### src/rtl/sea_pkg.sv
// Shared encodings for the segmented effective address generator.
// Assumes mode codes 0..7 and a two-bit segment id in the machine's order.
package sea_pkg;
    typedef enum logic [2:0] {
        AM_DIRECT     = 3'd0,
        AM_BASE_DISP  = 3'd1,
        AM_BASE_IDX   = 3'd2,
        AM_BASE_IDX_D = 3'd3,
        AM_IDX_DISP   = 3'd4,
        AM_FETCH      = 3'd5,
        AM_STACK      = 3'd6,
        AM_STR_DST    = 3'd7
    } am_e;

    typedef enum logic [1:0] {
        SG_ES = 2'd0,
        SG_CS = 2'd1,
        SG_SS = 2'd2,
        SG_DS = 2'd3
    } sg_e;
endpackage

### src/rtl/sea_offset.sv
// Offset former: adds base, index and displacement terms as the mode asks,
// or passes IP, SP or DI for the implicit modes. The sum wraps at OFS_W bits.
// Assumes SHORT_W < OFS_W.
module sea_offset
    import sea_pkg::*;
#(
    parameter int OFS_W   = 16,
    parameter int SHORT_W = 8
) (
    input  logic [2:0]       mode,
    input  logic             base_sel,
    input  logic             idx_sel,
    input  logic [OFS_W-1:0] disp,
    input  logic             disp_short,
    input  logic [OFS_W-1:0] bx,
    input  logic [OFS_W-1:0] bp,
    input  logic [OFS_W-1:0] si,
    input  logic [OFS_W-1:0] di,
    input  logic [OFS_W-1:0] sp,
    input  logic [OFS_W-1:0] ip,
    output logic [OFS_W-1:0] offset,
    output logic             uses_bp
);
    localparam int EXT_W = OFS_W - SHORT_W;

    logic [OFS_W-1:0] base_v, idx_v, disp_v;
    logic [OFS_W-1:0] base_t, idx_t, disp_t;
    am_e              am;

    // Pick the register operands and widen the displacement.
    always_comb begin
        am     = am_e'(mode);
        base_v = base_sel ? bp : bx;
        idx_v  = idx_sel ? di : si;
        disp_v = disp_short ? {{EXT_W{disp[SHORT_W-1]}}, disp[SHORT_W-1:0]} : disp;
    end

    // Gate each term by mode and form the wrapped sum.
    always_comb begin
        base_t  = '0;
        idx_t   = '0;
        disp_t  = '0;
        uses_bp = 1'b0;
        unique case (am)
            AM_DIRECT:     disp_t = disp_v;
            AM_BASE_DISP:  begin base_t = base_v; disp_t = disp_v; uses_bp = base_sel; end
            AM_BASE_IDX:   begin base_t = base_v; idx_t = idx_v; uses_bp = base_sel; end
            AM_BASE_IDX_D: begin base_t = base_v; idx_t = idx_v; disp_t = disp_v; uses_bp = base_sel; end
            AM_IDX_DISP:   begin idx_t = idx_v; disp_t = disp_v; end
            AM_FETCH:      base_t = ip;
            AM_STACK:      base_t = sp;
            AM_STR_DST:    base_t = di;
            default:       base_t = '0;
        endcase
        offset = base_t + idx_t + disp_t;
    end
endmodule

### src/rtl/sea_segsel.sv
// Segment chooser: implicit modes fix the segment, data modes default to
// DS (SS with a BP base) unless an override is requested.
// Assumes four segment registers indexed by the package's id encoding.
module sea_segsel
    import sea_pkg::*;
#(
    parameter int SEG_W = 16
) (
    input  logic [2:0]       mode,
    input  logic             uses_bp,
    input  logic             ovr_en,
    input  logic [1:0]       ovr_seg,
    input  logic [SEG_W-1:0] cs,
    input  logic [SEG_W-1:0] ds,
    input  logic [SEG_W-1:0] ss,
    input  logic [SEG_W-1:0] es,
    output logic [1:0]       seg_id,
    output logic [SEG_W-1:0] seg_base
);
    localparam int N_SEG = 4;

    logic [SEG_W-1:0] seg_tbl [N_SEG];

    // Lay the segment values out by id.
    always_comb begin
        seg_tbl[SG_ES] = es;
        seg_tbl[SG_CS] = cs;
        seg_tbl[SG_SS] = ss;
        seg_tbl[SG_DS] = ds;
    end

    // Decide the segment id by mode, base and override.
    always_comb begin
        unique case (am_e'(mode))
            AM_FETCH:   seg_id = SG_CS;
            AM_STACK:   seg_id = SG_SS;
            AM_STR_DST: seg_id = SG_ES;
            default:    seg_id = ovr_en ? ovr_seg : (uses_bp ? SG_SS : SG_DS);
        endcase
        seg_base = seg_tbl[seg_id];
    end
endmodule

### src/rtl/sea_phys.sv
// Physical address adder: segment shifted by SHIFT plus zero-extended offset,
// wrapping at the physical width. Assumes OFS_W <= SEG_W + SHIFT.
module sea_phys #(
    parameter int SEG_W = 16,
    parameter int OFS_W = 16,
    parameter int SHIFT = 4
) (
    input  logic [SEG_W-1:0]       seg_base,
    input  logic [OFS_W-1:0]       offset,
    output logic [SEG_W+SHIFT-1:0] phys
);
    localparam int PA_W = SEG_W + SHIFT;

    // Shift-and-add; the carry out of PA_W is dropped.
    always_comb begin
        phys = {seg_base, {SHIFT{1'b0}}} + PA_W'(offset);
    end
endmodule

### src/rtl/segaddr_unit.sv
// Top of the effective address generator: forms the offset, chooses the
// segment, adds them, and registers the result one cycle after in_valid_i.
// Assumes register inputs are stable in the cycle in_valid_i is high.
module segaddr_unit
    import sea_pkg::*;
#(
    parameter int OFS_W     = 16,
    parameter int SEG_W     = 16,
    parameter int SEG_SHIFT = 4,
    parameter int SHORT_W   = 8,
    localparam int PA_W     = SEG_W + SEG_SHIFT
) (
    input  logic             clk,
    input  logic             rst_n,
    input  logic             in_valid_i,
    input  logic [2:0]       mode_i,
    input  logic             base_sel_i,
    input  logic             idx_sel_i,
    input  logic [OFS_W-1:0] disp_i,
    input  logic             disp_short_i,
    input  logic             ovr_en_i,
    input  logic [1:0]       ovr_seg_i,
    input  logic [OFS_W-1:0] bx_i,
    input  logic [OFS_W-1:0] bp_i,
    input  logic [OFS_W-1:0] si_i,
    input  logic [OFS_W-1:0] di_i,
    input  logic [OFS_W-1:0] sp_i,
    input  logic [OFS_W-1:0] ip_i,
    input  logic [SEG_W-1:0] cs_i,
    input  logic [SEG_W-1:0] ds_i,
    input  logic [SEG_W-1:0] ss_i,
    input  logic [SEG_W-1:0] es_i,
    output logic             out_valid_o,
    output logic [OFS_W-1:0] offset_o,
    output logic [PA_W-1:0]  phys_o,
    output logic [1:0]       seg_id_o
);
    logic [OFS_W-1:0] ofs_c;
    logic             uses_bp_c;
    logic [1:0]       seg_id_c;
    logic [SEG_W-1:0] seg_base_c;
    logic [PA_W-1:0]  phys_c;

    sea_offset #(.OFS_W(OFS_W), .SHORT_W(SHORT_W)) u_ofs (
        .mode(mode_i), .base_sel(base_sel_i), .idx_sel(idx_sel_i),
        .disp(disp_i), .disp_short(disp_short_i),
        .bx(bx_i), .bp(bp_i), .si(si_i), .di(di_i), .sp(sp_i), .ip(ip_i),
        .offset(ofs_c), .uses_bp(uses_bp_c)
    );

    sea_segsel #(.SEG_W(SEG_W)) u_seg (
        .mode(mode_i), .uses_bp(uses_bp_c), .ovr_en(ovr_en_i), .ovr_seg(ovr_seg_i),
        .cs(cs_i), .ds(ds_i), .ss(ss_i), .es(es_i),
        .seg_id(seg_id_c), .seg_base(seg_base_c)
    );

    sea_phys #(.SEG_W(SEG_W), .OFS_W(OFS_W), .SHIFT(SEG_SHIFT)) u_pa (
        .seg_base(seg_base_c), .offset(ofs_c), .phys(phys_c)
    );

    // Capture a result on a request; hold it otherwise.
    always_ff @(posedge clk) begin
        if (!rst_n) begin
            out_valid_o <= 1'b0;
            offset_o    <= '0;
            phys_o      <= '0;
            seg_id_o    <= '0;
        end else begin
            out_valid_o <= in_valid_i;
            if (in_valid_i) begin
                offset_o <= ofs_c;
                phys_o   <= phys_c;
                seg_id_o <= seg_id_c;
            end
        end
    end

    AST_VALID_DELAY: assert property (@(posedge clk) disable iff (!rst_n)
        $past(rst_n) |-> (out_valid_o == $past(in_valid_i)));
    AST_DIRECT_DISP: assert property (@(posedge clk) disable iff (!rst_n)
        (in_valid_i && mode_i == AM_DIRECT && !disp_short_i) |=> (offset_o == $past(disp_i)));
    AST_BP_DEFAULT_SS: assert property (@(posedge clk) disable iff (!rst_n)
        (in_valid_i && !ovr_en_i && base_sel_i && mode_i >= AM_BASE_DISP && mode_i <= AM_BASE_IDX_D)
        |=> (seg_id_o == SG_SS));
    AST_FETCH_CS: assert property (@(posedge clk) disable iff (!rst_n)
        (in_valid_i && mode_i == AM_FETCH) |=> (seg_id_o == SG_CS && offset_o == $past(ip_i)));
    AST_STACK_SS: assert property (@(posedge clk) disable iff (!rst_n)
        (in_valid_i && mode_i == AM_STACK) |=> (seg_id_o == SG_SS && offset_o == $past(sp_i)));
    AST_STRDST_ES: assert property (@(posedge clk) disable iff (!rst_n)
        (in_valid_i && mode_i == AM_STR_DST) |=> (seg_id_o == SG_ES && offset_o == $past(di_i)));
    AST_OVERRIDE_WINS: assert property (@(posedge clk) disable iff (!rst_n)
        (in_valid_i && ovr_en_i && mode_i <= AM_IDX_DISP) |=> (seg_id_o == $past(ovr_seg_i)));
    AST_IDLE_HOLD: assert property (@(posedge clk) disable iff (!rst_n)
        !in_valid_i |=> ($stable(offset_o) && $stable(phys_o) && $stable(seg_id_o)));
endmodule

### config.mk
export PLATFORM = sky130hd
export DESIGN_NAME = segaddr_unit
export DESIGN_NICKNAME = d
export VERILOG_FILES = /design/src/rtl/sea_pkg.sv /design/src/rtl/sea_offset.sv /design/src/rtl/sea_segsel.sv /design/src/rtl/sea_phys.sv /design/src/rtl/segaddr_unit.sv
export SDC_FILE = /design/constraint.sdc
export NUM_CORES = 1
export LEC_CHECK = 0
export BUFFER_PORTS_ARGS = -buffer_cell sky130_fd_sc_hd__buf_2
export CAP_MARGIN = 10
export CORE_AREA = 2 2 99 101
export CTS_CLUSTER_DIAMETER = 200
export CTS_CLUSTER_SIZE = 25
export DETAILED_ROUTE_END_ITERATION = 7
export DIE_AREA = 0 0 101 103
export PLACE_DENSITY_LB_ADDON = 0.1
export SLEW_MARGIN = 20
export SYNTH_ARGS = -nofsm -noshare
export SYNTH_HDL_FRONTEND = slang
export SYNTH_SLANG_ARGS = --single-unit
### constraint.sdc
create_clock -name clk -period 9.85 [get_ports clk]
set_clock_uncertainty 0.1 [all_clocks]
set_input_delay 0.4925 -clock clk [delete_from_list [all_inputs] [get_ports clk]]
set_output_delay 0.4925 -clock clk [all_outputs]
set_load 0.05 [all_outputs]
# [Word-level counts from Yosys, hierarchy flattened]
# Index checks and enable logic that the tools add are counted.
[word_totals] register_bits=39 inputBits=188 output_inout_bits=39
[classes] add_sub_neg=3 n_lt_le_gt_ge=1 eq_ne=7 n_mux=13 bitwise_logic=1 reduce_logical=4
[op_table] operator="two-way mux 16 bit" count=7
[op_table] operator="case mux 16 bit (4 select lines)" count=1
[op_table] operator="adder 16 bit" count=2
[op_table] operator="binary-select mux 16 bit (select 2 bit)" count=1
[op_table] operator="adder 20 x 16 -> 20 bit" count=1
[op_table] operator="== test 3 bit, second input constant" count=4
[op_table] operator="== test 3 x 2 -> 1 bit, second input constant" count=2
[op_table] operator="case mux 2 bit (3 select lines)" count=1
[op_table] operator="OR reduction 3 bit" count=2
[op_table] operator="OR reduction 4 bit" count=1
[op_table] operator="== test 3 x 1 -> 1 bit, second input constant" count=1
[op_table] operator="greater-or-equal comparator 3 bit, second input constant" count=1
[op_table] operator="zero test 3 bit" count=1
[op_table] operator="inverter 2 -> 3 bit" count=1
[op_table] operator="two-way mux 1 bit" count=2
[op_table] operator="two-way mux 2 bit" count=1

# [Longest topological paths before layout]
# Gate-level depths: netlist (run 1).
[depth] word_depth=11 depth_mapped=26

# [Cells and area by module]
# A second synthesis (run 1) with hierarchy kept.
[unflattened] hier_cells=570 area_unflattened_um2=5007.3
[by_module_without_submodules] mod="sea_offset" n_inst=1 cells_each=272 area_per_inst_um2=2113.3
[by_module_without_submodules] mod="segaddr_unit" n_inst=1 cells_each=125 area_per_inst_um2=1478.9
[by_module_without_submodules] mod="sea_phys" n_inst=1 cells_each=110 area_per_inst_um2=802.0
[by_module_without_submodules] mod="sea_segsel" n_inst=1 cells_each=63 area_per_inst_um2=613.1

# [Worst setup path before layout (run 1)]
# OpenSTA, ideal clock, no wires.
[synth_path] path_type="input to register" start="in mode_i[0]" end="reg phys_o[18]" setup_ns=0.125 arrival_time_ns=5.176 t_required_ns=9.625 path_slack_ns=4.449 cell_stages=24 n_path_buf=3 path_cell_list="buf_2 > buf_2 > nor2b_1 > clkbuf_1 > a22o_1 > a222oi_1 > fa_1 > inv_1 > ha_1 > inv_1 > fa_1 > nor2b_1 > o31a_2 > a21oi_1 > fa_1 > a211oi_1 > o21bai_1 > a21o_1 > nand2_1 > and3b_1 > o311ai_2 > and2_1 > o2111a_1 > a211oi_1"
[synth_rtl] item="from (decl)" line="segaddr_unit.sv:16" rtl="input logic [2:0] mode_i,"
[synth_rtl] item="== test 3 x 2 -> 1 bit, or another cell as far along" line="sea_offset.sv:44" rtl="unique case (am)"
[synth_rtl] item="OR reduction 3 bit (no line)"
[synth_rtl] item="case mux 16 bit (4 select lines) / two-way mux 16 bit (equally long branches)" line="sea_offset.sv:44"
[synth_rtl] item="adder 16 bit" line="sea_offset.sv:55" rtl="offset = base_t + idx_t + disp_t;"
[synth_rtl] item="adder 16 bit (*)" line="sea_offset.sv:55"
[synth_rtl] item="named net ofs_c[5]" line="segaddr_unit.sv:38" rtl="logic [OFS_W-1:0] ofs_c;"
[synth_rtl] item="adder 20 x 16 -> 20 bit (*)" line="sea_phys.sv:16" rtl="phys = {seg_base, {SHIFT{1'b0}}} + PA_W'(offset);"
[synth_rtl] item="to (signal assigned)" line="segaddr_unit.sv:72" rtl="phys_o <= phys_c;"
[synth_rtl] item="to (decl)" line="segaddr_unit.sv:35" rtl="output logic [PA_W-1:0] phys_o,"
# Mark *: on every way through the listed nets, which the timed path passes. The rest lies on a longest branch. The select of a mux whose other input is x is not followed.
# A chain may end at the register's enable or synchronous reset.

# [Worst setup path in the final report (run 1)]
# Same ends and word-level chain as after synthesis.

==> results.py, run 1 <==
metrics = {
    "status": {
        "status": "finished clean",
    },
    "routing": {
        "dr_wl_met2_mm": 6.87,
        "wl_met3_um": 632,
        "vias": 4971,
        "ant_nets": 0,
        "dr.pass1.iters": 5,
        "wl_met1_mm": 5.95,
        "drt-initial-drc-count": 208,
        "wl_per_cell_um": 15.3,
        "wl_mm": 13.7,
        "viasPerCell": 5.54,
        "drc": 0,
        "routed.top_layer": "met4",
    },
    "die": {
        "num_io_pins": 227,
        "die_width_um": 101,
        "rows": 36,
        "die_h_um": 103,
        "start_util_pct": 49.8,
        "dieArea_sq_um": 10400,
        "core_area_sq_um": 9460,
    },
    "finish": {
        "utilization_pct": 62.7,
        "seqCellArea_sq_um": 701,
        "diodes": 0,
        "final_common_cell": "buf_2",
        "fillCellCount": 901,
        "final_area_sq_um": 5930,
        "drive_gt1_share_pct": 36.0,
        "nets": 1013,
        "area_delta_synth_final_pct": 26.1,
        "multi_input_area_sq_um": 3700,
        "final_cell_mix": "226 x buf_2, 61 x mux2i_1, 60 x nand2_1",
    },
    "sta": {
        "rsz0062_at_grt": "no",
        "fin_crit_sh_pct": 57.2,
        "hold_viol_final": 0,
        "fmax_mhz": 177,
        "worst_pin_slew_ns": 0.977,
        "relSlewSlack_pct": 34.8,
        "min_period_ns": 5.64,
        "fin_setup_tns_ns": 0,
        "setup_viol": 0,
        "layout_setup_ws_ns": 4.21,
        "holdWs_ns": 0.367,
        "slew_viol_final": 0,
    },
    "place": {
        "pre_cts_ws_ns": 3.63,
        "gp_congestion": 0.851,
        "dpl-instance-area_sq_um": 5830,
        "port_buffers": 226,
        "dp_hpwl_mm": 11.3,
    },
    "critical_path": {
        "reg2reg_to": "phys_o[19]",
        "cp-end-kind": "flop",
        "arrival_ns": 5.71,
        "reg2reg_from": "phys_o[19]",
        "path_max_fanout": 16,
        "reg2reg_depth": 3,
        "start_kind": "input pin",
        "r2r_setup_slack_ns": 8.90,
        "criticalPathCategory": "input pin to flop",
        "required_ns": 9.93,
    },
    "synth": {
        "syn_area_per_cell_sq_um": 8.06,
        "syn_inst": 584,
        "yosysWarnings": 0,
        "synth_cell_type_count": 71,
        "yosys_register_bits": 35,
        "synth_edf_count": 0,
        "syn_area_sq_um": 4710,
        "synth_nets": 814,
        "synth_ff_type": "dfxtp_1",
        "synthArstFlopShare_pct": 0,
        "ys_seq_area_share_pct": 14.9,
    },
    "global_route": {
        "grt_start_max_net_pins": 45,
        "antenna_found_initial": 0,
        "grt_overflow": 0,
        "gr-usage-all-layers_pct": 25.6,
        "grt_pass1_wl_mm": 21.7,
        "grt_pass1_vias": 4831,
    },
    "clock_tree": {
        "clk_path_buf_depth": 2,
        "cts_hold_buffers": 0,
        "cts_tree": "yes",
        "cts-htree-levels": 2,
        "cts_buffers": 5,
        "cts_resized": 0,
        "clkTransAtPathRegs_ns": 0.07,
        "insertion_delay_ns": 0.28,
        "cts-root-buf": "clkbuf_8",
        "cts_setup_buffers": 0,
        "cts.sinks": 35,
    },
    "min_path": {
        "hold_path_depth": 2,
        "min_path_type": "flop to flop",
        "hold_start": "offset_o[15]",
        "min_to": "offset_o[15]",
    },
    "power": {
        "leakage_nw": 3.05,
        "peakVddDrop_mv": 0.171,
        "p_per_area_nw_per_um2": 191,
    },
    "job": {
        "cap_violations": 0,
    },
}
## area by class of cell
cell class | instances | share of cell area, %
Multi-Input combinational cell | 476 | 62.3
Timing Repair Buffer | 229 | 19.4
Sequential cell | 35 | 11.8
Tap cell | 114 | 2.40
Inverter | 36 | 2.28
Clock buffer | 6 | 1.22
Clock inverter | 1 | 0.506
## Yosys cell counts, types with 17 or more instances
cell type  instances  share of area [%]
nor2_1            54                4.3
inv_1             36                2.9
o21ai_0           22                2.3
nand2_1           60                4.8
a21oi_1           26                2.8
dfxtp_1           35                 15
ha_1              25                6.6
mux2i_1           61                 13
mux2_2            23                5.5
fa_1              17                7.2
clkbuf_1          22                1.8
## power by group
group	internal (mW)	switching [mW]	total, mW
logic	0.306	0.501	0.807
registers	0.180	0.0186	0.199
clock network	0.0742	0.0512	0.125
## registers in the layout, summed over array words and instances, names as in the netlist
name         flops
phys_o          16
offset_o        16
seg_id_o         2
out_valid_o      1
## routing by layer
layer / global-route usage (%) / vias up
met5: 0 / -
met4: 6.03 / 0
met3: 3.39 / 26
met2: 46.5 / 142
met1: 32.4 / 2313
li1: - / 2490
## worst max-delay path: stages
cell,delay (ns)
buf_2,0.32
nor2b_1,0.26
a21oi_2,0.54
nand2_1,0.17
fa_1,0.44
inv_1,0.06
ha_1,0.20
inv_1,0.08
fa_1,0.46
nor2b_1,0.17
o31a_2,0.19
a21oi_1,0.10
fa_1,0.50
a211oi_1,0.28
o21bai_1,0.13
a21o_1,0.22
nand2_1,0.10
and3b_1,0.20
o311ai_2,0.35
and2_1,0.20
o2111a_1,0.20
a211oi_1,0.05
## kinds of logic (layout without fill, tap and decap cells)
| kind of cell | after synthesis | in the layout | synth area share (%) |
|---|---|---|---|
| flip-flops | 35 | 35 | 14.9 |
| adder cells (fa/ha/maj) | 42 | 42 | 13.9 |
| buffers and inverters | 73 | 272 | 6.59 |
| AND/OR/NAND/NOR | 182 | 182 | 18.5 |
| AO/OA/AOI/OAI | 147 | 147 | 23.5 |
| XOR/XNOR | 20 | 20 | 3.88 |
| multiplexers | 85 | 85 | 18.8 |
## worst max-delay path by stage
| stage | start | depth (start not counted) | slack, ns | end |
|---|---|---|---|---|
| final | mode_i[0] | 22 | 4.21 | phys_o[18] |
| after global routing | mode_i[0] | 22 | 3.75 | phys_o[14] |
| after CTS | mode_i[0] | 22 | 3.86 | phys_o[18] |
| after detailed placement | mode_i[0] | 22 | 3.63 | phys_o[18] |
| after global placement | mode_i[0] | 22 | 3.84 | phys_o[18] |
| after floorplan | mode_i[0] | 24 | 4.45 | phys_o[18] |
## per-stage QoR
stage | std cells | total power, mW
2_1_floorplan | 584 | 0.820
3_3_place_gp | 890 | 0.987
3_5_place_dp | 890 | 1.00
4_1_cts | 897 | 1.13
5_1_grt | 897 | 1.23
6_report | 897 | 1.13
(Power assumes the default switching activity.)
==> run 2, diff against run 1 <==
CORE_AREA = 2 2 108 110   (was 2 2 99 101)
DIE_AREA = 0 0 110 112   (was 0 0 101 103)
clock period = 4.8 ns   (was 9.85 ns; I/O delays follow)
==> run 2 against run 1 <==
  * Sequential share of layout area down 1.5 points
  * Die area grew 18%
  * Global-route usage is 0.28 points higher
  * Register-to-register slack lost 5.1 ns
  * Hold slack worse by 0.17 ns
  * Setup slack worse by 4.2 ns
  * Largest power group unchanged
==> results.py, run 2 (synthesis results as in run 1) <==
metrics = {
    "place": {
        "dpl-instance-area_sq_um": 6520,
        "pre_cts_ws_ns": -0.266,
        "gp_congestion": 0.961,
        "port_buffers": 226,
        "dp_hpwl_mm": 13.2,
    },
    "finish": {
        "utilization_pct": 60.9,
        "drive_gt1_share_pct": 45.4,
        "nets": 1097,
        "diodes": 0,
        "final_area_sq_um": 6810,
        "final_common_cell": "buf_2",
        "reg_top3": "offset_o: 16 flops, phys_o: 16 flops, seg_id_o: 2 flops",
        "area_delta_synth_final_pct": 44.7,
        "final_cell_mix": "223 x buf_2, 86 x buf_4, 61 x mux2i_1",
    },
    "clock_tree": {
        "insertion_delay_ns": 0.28,
        "cts_hold_buffers": 0,
        "clkTransAtPathRegs_ns": 0.05,
        "cts.sinks": 35,
        "cts-root-buf": "clkbuf_16",
        "cts_buffers": 5,
        "cts-htree-levels": 2,
        "clk_path_buf_depth": 2,
        "cts_tree": "yes",
    },
    "sta": {
        "hold_viol_final": 0,
        "fmax_mhz": 210,
        "setup_viol": 0,
        "worst_pin_slew_ns": 1.00,
        "slew_viol_final": 0,
        "holdWs_ns": 0.195,
        "layout_setup_ws_ns": 0.0396,
        "relSlewSlack_pct": 33.2,
        "min_period_ns": 4.76,
        "fin_crit_sh_pct": 99.2,
        "rsz0062_at_grt": "yes",
    },
    "routing": {
        "viasPerCell": 5.28,
        "dr.pass1.iters": 5,
        "vias": 5334,
        "drc": 0,
        "ant_nets": 0,
        "wl_mm": 15.8,
        "drt-initial-drc-count": 272,
        "wl_per_cell_um": 15.7,
    },
    "job": {
        "cap_violations": 0,
    },
    "power": {
        "clockPowerShare_pct": 11.5,
        "power.net_switching_mw": 1.29,
        "p_total_mw": 2.74,
        "p_comb_share_pct": 73.5,
        "p_per_area_nw_per_um2": 402,
        "intPower_mw": 1.45,
        "swShare_pct": 47.0,
        "leakage_nw": 3.53,
        "peakVddDrop_mv": 0.374,
        "power_frac_seq_pct": 15.0,
    },
    "critical_path": {
        "path_max_fanout": 6,
        "reg2reg_depth": 3,
        "required_ns": 4.86,
        "start_kind": "input pin",
        "reg2reg_from": "phys_o[19]",
        "arrival_ns": 4.82,
        "r2r_setup_slack_ns": 3.84,
        "cp-end-kind": "flop",
        "reg2reg_to": "phys_o[19]",
        "criticalPathCategory": "input pin to flop",
    },
    "die": {
        "start_util_pct": 42.1,
        "core_area_sq_um": 11200,
        "die_width_um": 110,
        "die_h_um": 112,
        "num_io_pins": 227,
        "rows": 39,
        "dieArea_sq_um": 12300,
    },
    "min_path": {
        "hold_path_depth": 3,
        "min_path_type": "input pin to flop",
        "min_to": "phys_o[13]",
        "hold_start": "rst_n",
    },
    "status": {
        "status": "finished clean",
    },
    "global_route": {
        "grt_pass1_vias": 5428,
        "antenna_found_initial": 0,
        "grt_overflow": 0,
        "grt_start_max_net_pins": 45,
        "gr-usage-all-layers_pct": 25.9,
        "grt_pass1_wl_mm": 25.2,
    },
}
-- run 2: cell types whose count changed in the layout (fill, tap and decap cells not counted), moves of 3 or more --
cell / before / now
buf_4: 3 / 86
clkbuf_16: 0 / 5
clkbuf_8: 5 / 0
a21oi_1: 25 / 21
o21ai_0: 22 / 18
a21oi_2: 1 / 4
buf_2: 226 / 223
buf_6: 0 / 3
nor2b_1: 16 / 13
-- run 2: power by group through the flow --
stage | clock, mW | combinational [mW] | sequential (mW)
3_5_place_dp | 0 | 1.90 | 0.416
2_1_floorplan | 0 | 1.02 | 0.682
4_1_cts | 0.322 | 1.93 | 0.411
6_report | 0.315 | 2.01 | 0.409
3_3_place_gp | 0 | 1.87 | 0.411
5_1_grt | 0.334 | 2.20 | 0.419
-- run 2: timing repair --
| action | 4_1_cts | 5_1_grt |
|---|---|---|
| resized for setup | 1 | 37 |
| cloned | 0 | 0 |
| setup endpoints to repair | 1 | 9 |
| endpoints found under the hold margin | 0 | 0 |
| setup buffers | 0 | 4 |
| pin swaps | 1 | 29 |
-- run 2: final cells by class --
class	count	area [sq um]
clock buffer	7	133
clock inverter	1	5.00
fill	1066	4370
inverter	36	135
multi-input combinational	476	3840
sequential	35	701
tap	143	179
timing repair buffer	313	1820
-- run 2: worst max-delay path, stage by stage --
cell and delay (ns):
buf_6 0.08, buf_6 0.12, nor2_4 0.04, or2_2 0.32, o22ai_1 0.17, a21oi_2 0.07
fa_1 0.58, inv_1 0.05, ha_1 0.29, buf_4 0.14, a211oi_2 0.22, o31ai_2 0.13
a311o_1 0.39, xor2_1 0.21, ha_1 0.30, o21ai_2 0.08, o21bai_1 0.09, a21o_1 0.20
nand2_2 0.07, and3b_2 0.23, o311ai_4 0.31, and2_4 0.21, o2111a_1 0.22, a211oi_2 0.06
-- run 2: worst max path at each step --
stage / from / endpoint / slack [ns] / depth (start not counted)
finish: mode_i[1] / phys_o[18] / 0.04 / 24
floorplan: mode_i[0] / phys_o[18] / -0.007 / 26
CTS: mode_i[1] / phys_o[19] / 0.0007 / 25
detailed placement: mode_i[1] / phys_o[18] / -0.27 / 24
global route: mode_i[1] / phys_o[18] / -0.22 / 25
global placement: mode_i[1] / phys_o[18] / -0.19 / 24
-- run 2: layer usage --
layer	wire length (um)	vias to the layer above	track usage, %	share of wire [%]
li1	-	2665	-	-
met5	0	-	0	0
met4	374	0	8.44	2.4
met1	6760	2503	32.1	43
met3	704	30	3.69	4.4
met2	7990	136	45.4	50
-- run 2: per-stage QoR --
stage	instances	TNS, ns
global placement	1000	-0.979
CTS	1008	0
detailed placement	1000	-1.49
floorplan	584	-0.00721
finish	1011	0
global route	1011	-0.970
==> run 3, diff against run 2 <==
ABC_AREA = 1   (was default)
CORE_AREA = 2 2 104 106   (was 2 2 108 110)
DIE_AREA = 0 0 106 108   (was 0 0 110 112)
MAX_ROUTING_LAYER = met4   (was default)
clock period = 4.4 ns   (was 4.8 ns; I/O delays follow)
==> run 3 against run 2 <==
  * Combinational power hardly changed
  * First-iteration DRC count is 9.2% higher
  * Sequential power is 2% higher
  * Core utilization is 8.9 points higher
  * Non-clock buffer count is 10 higher
  * Register-to-register slack worse by 0.26 ns
  * Final cell count is 27% higher
  * Sequential share of layout area is 0.49 points lower
  * Clock power is 28% lower
  * Clock-buffer cell count stayed put
  * Critical endpoint is now phys_o[14]
  * Largest power group unchanged
==> results.py, run 3 <==
metrics = {
    "power": {
        "p_per_area_nw_per_um2": 372,
        "leakage_nw": 4.27,
        "p_total_mw": 2.66,
        "peakVddDrop_mv": 0.371,
    },
    "sta": {
        "fmax_mhz": 238,
        "fin_setup_tns_ns": 0,
        "layout_setup_ws_ns": 0.201,
        "worst_pin_slew_ns": 0.754,
        "min_period_ns": 4.20,
        "setup_viol": 0,
        "relSlewSlack_pct": 49.7,
        "hold_viol_final": 0,
        "slew_viol_final": 0,
        "fin_crit_sh_pct": 95.4,
    },
    "synth": {
        "synth_ff_type": "dfxtp_1",
        "synthArstFlopShare_pct": 0,
        "yosys_register_bits": 35,
        "ys_seq_area_share_pct": 14.2,
        "yosys-top-cells-count": "301 x nand2_1, 121 x inv_1, 71 x nor2_1, 54 x nand3_1, 45 x o21ai_0",
        "synth_cell_type_count": 40,
        "post-synth-top-count-cell": "nand2_1",
        "synth_edf_count": 0,
        "synth_nets": 1082,
        "syn_inst": 852,
        "synthTopCellsByArea": "nand2_1 23%, dfxtp_1 14%, inv_1 9.2%, fa_1 6.9%, ha_1 6.3%",
        "syn_area_per_cell_sq_um": 5.80,
        "yosysWarnings": 0,
        "yosysTopAreaCellShare_pct": 22.9,
        "synth.largest_area_cell": "nand2_1",
        "syn_area_sq_um": 4940,
    },
    "critical_path": {
        "cp_slowest_cell": "fa_1",
        "r2r_setup_slack_ns": 3.58,
        "crit_family": "adder cells",
        "criticalPathCategory": "input pin to flop",
        "reg2reg_depth": 4,
        "reg2reg_from": "offset_o[5]",
        "path_max_fanout": 10,
        "cp_num_buf_inv": 8,
        "crit_cells": 30,
        "required_ns": 4.49,
        "cp-end-kind": "flop",
        "crit_path_frequent_cell": "nand2_1",
        "crit_path_start": "mode_i[0]",
        "arrival_ns": 4.29,
        "max_stage_delay_ns": 0.56,
        "start_kind": "input pin",
    },
    "finish": {
        "drive_gt1_share_pct": 35.1,
        "diodes": 0,
        "utilization_pct": 69.9,
        "final_cell_mix": "297 x nand2_1, 226 x buf_2, 119 x inv_1",
        "area_delta_synth_final_pct": 44.7,
        "fin_cells": 1283,
        "nets": 1376,
        "reg_top3": "offset_o: 16 flops, phys_o: 16 flops, seg_id_o: 2 flops",
        "final_common_cell": "nand2_1",
    },
    "routing": {
        "drt-initial-drc-count": 297,
        "drc": 0,
        "wl_per_cell_um": 13.2,
        "wl_mm": 16.9,
        "dr.pass1.iters": 5,
        "vias": 6309,
        "ant_nets": 0,
        "viasPerCell": 4.92,
    },
    "global_route": {
        "grt_pass1_wl_mm": 26.6,
        "grt_pass1_vias": 6023,
        "antenna_found_initial": 0,
        "grt_overflow": 0,
        "gr-usage-all-layers_pct": 29.4,
        "grt_start_max_net_pins": 44,
    },
    "clock_tree": {
        "cts-htree-levels": 2,
        "clkTransAtPathRegs_ns": 0.08,
        "cts_tree": "yes",
        "cts_buffers": 5,
        "cts.sinks": 35,
        "clk_path_buf_depth": 2,
        "cts-root-buf": "clkbuf_8",
        "insertion_delay_ns": 0.28,
    },
    "die": {
        "num_io_pins": 227,
        "rows": 37,
        "die_h_um": 108,
        "start_util_pct": 48.3,
        "dieArea_sq_um": 11400,
        "die_width_um": 106,
        "core_area_sq_um": 10200,
    },
    "min_path": {
        "hold_path_depth": 3,
        "hold_start": "rst_n",
        "min_path_type": "input pin to flop",
    },
    "place": {
        "dp_hpwl_mm": 14.1,
        "placedCellCount": 1272,
        "gp_congestion": 0.926,
        "pre_cts_ws_ns": -0.325,
        "port_buffers": 226,
    },
    "status": {
        "status": "finished clean",
    },
    "job": {
        "cap_violations": 0,
    },
}
-- run 3: cell types whose count changed in the layout (fill, tap and decap cells not counted), moves of 14 or more --
cell,before,now
a211oi_1,14,0
nand3_1,4,47
nand2_2,1,17
inv_1,34,119
o21ai_0,18,42
mux2i_1,61,0
nor2_1,52,68
nand2_1,59,297
mux2_2,23,0
-- run 3: area by class of cell --
cell class	count	area (sq um)
Tap cell	136	170
Multi-Input combinational cell	653	3830
Inverter	128	488
Timing Repair Buffer	323	1880
Fill cell	1021	3080
Clock inverter	1	5.00
Sequential cell	35	701
Clock buffer	7	76.3
-- run 3: logic make-up after synthesis --
| logic type | synth area share [%] |
|---|---|
| simple gates | 40.1 |
| compound gates | 15.5 |
| buf+inv | 13.7 |
| fa+ha+maj | 13.2 |
| xor+xnor | 3.37 |
| flops | 14.2 |
-- run 3: path summary, 6_finish.rpt --
path | endpoint
worst min-delay path | phys_o[12]
worst max-delay path | phys_o[14]
worst min register to register | offset_o[8]
worst max register to register | offset_o[5]
-- run 3: through the flow --
step,instance area (sq um),hold slack [ns]
after floorplan,4940,0.312
after global placement,6770,0.357
after detailed placement,6770,0.367
after CTS,6860,0.301
after global routing,7150,0.352
final,7150,0.312
-- run 3: power by group --
| part | leakage (nW) | internal, mW | switching (mW) |
|---|---|---|---|
| clock network | 0.0422 | 0.111 | 0.116 |
| logic | 3.93 | 0.821 | 1.20 |
| registers | 0.291 | 0.383 | 0.0321 |
-- run 3: worst reg2reg max path, cell delays in order (launching register included) --
cell	delay [ns]
dfxtp_1	0.32
nor2_1	0.10
nor2_1	0.05
o21ai_0	0.09
inv_1	0.06
-- run 3: what timing repair did --
action                                  CTS  global route
endpoints found under the setup margin    2             9
pin swaps                                 0            17
setup buffers                             0             3
gates resized for setup                   1            48
hold buffers                              0             0
-- run 3: metal layers --
metal  part of all wire (%)  global-route usage [%]  vias to the layer above
met5                      0                       -                        -
met4                    2.2                    7.61                        0
met3                    4.9                    2.47                       26
met2                     50                    54.7                      210
met1                     42                    34.2                     2781
li1                       -                       -                     3292
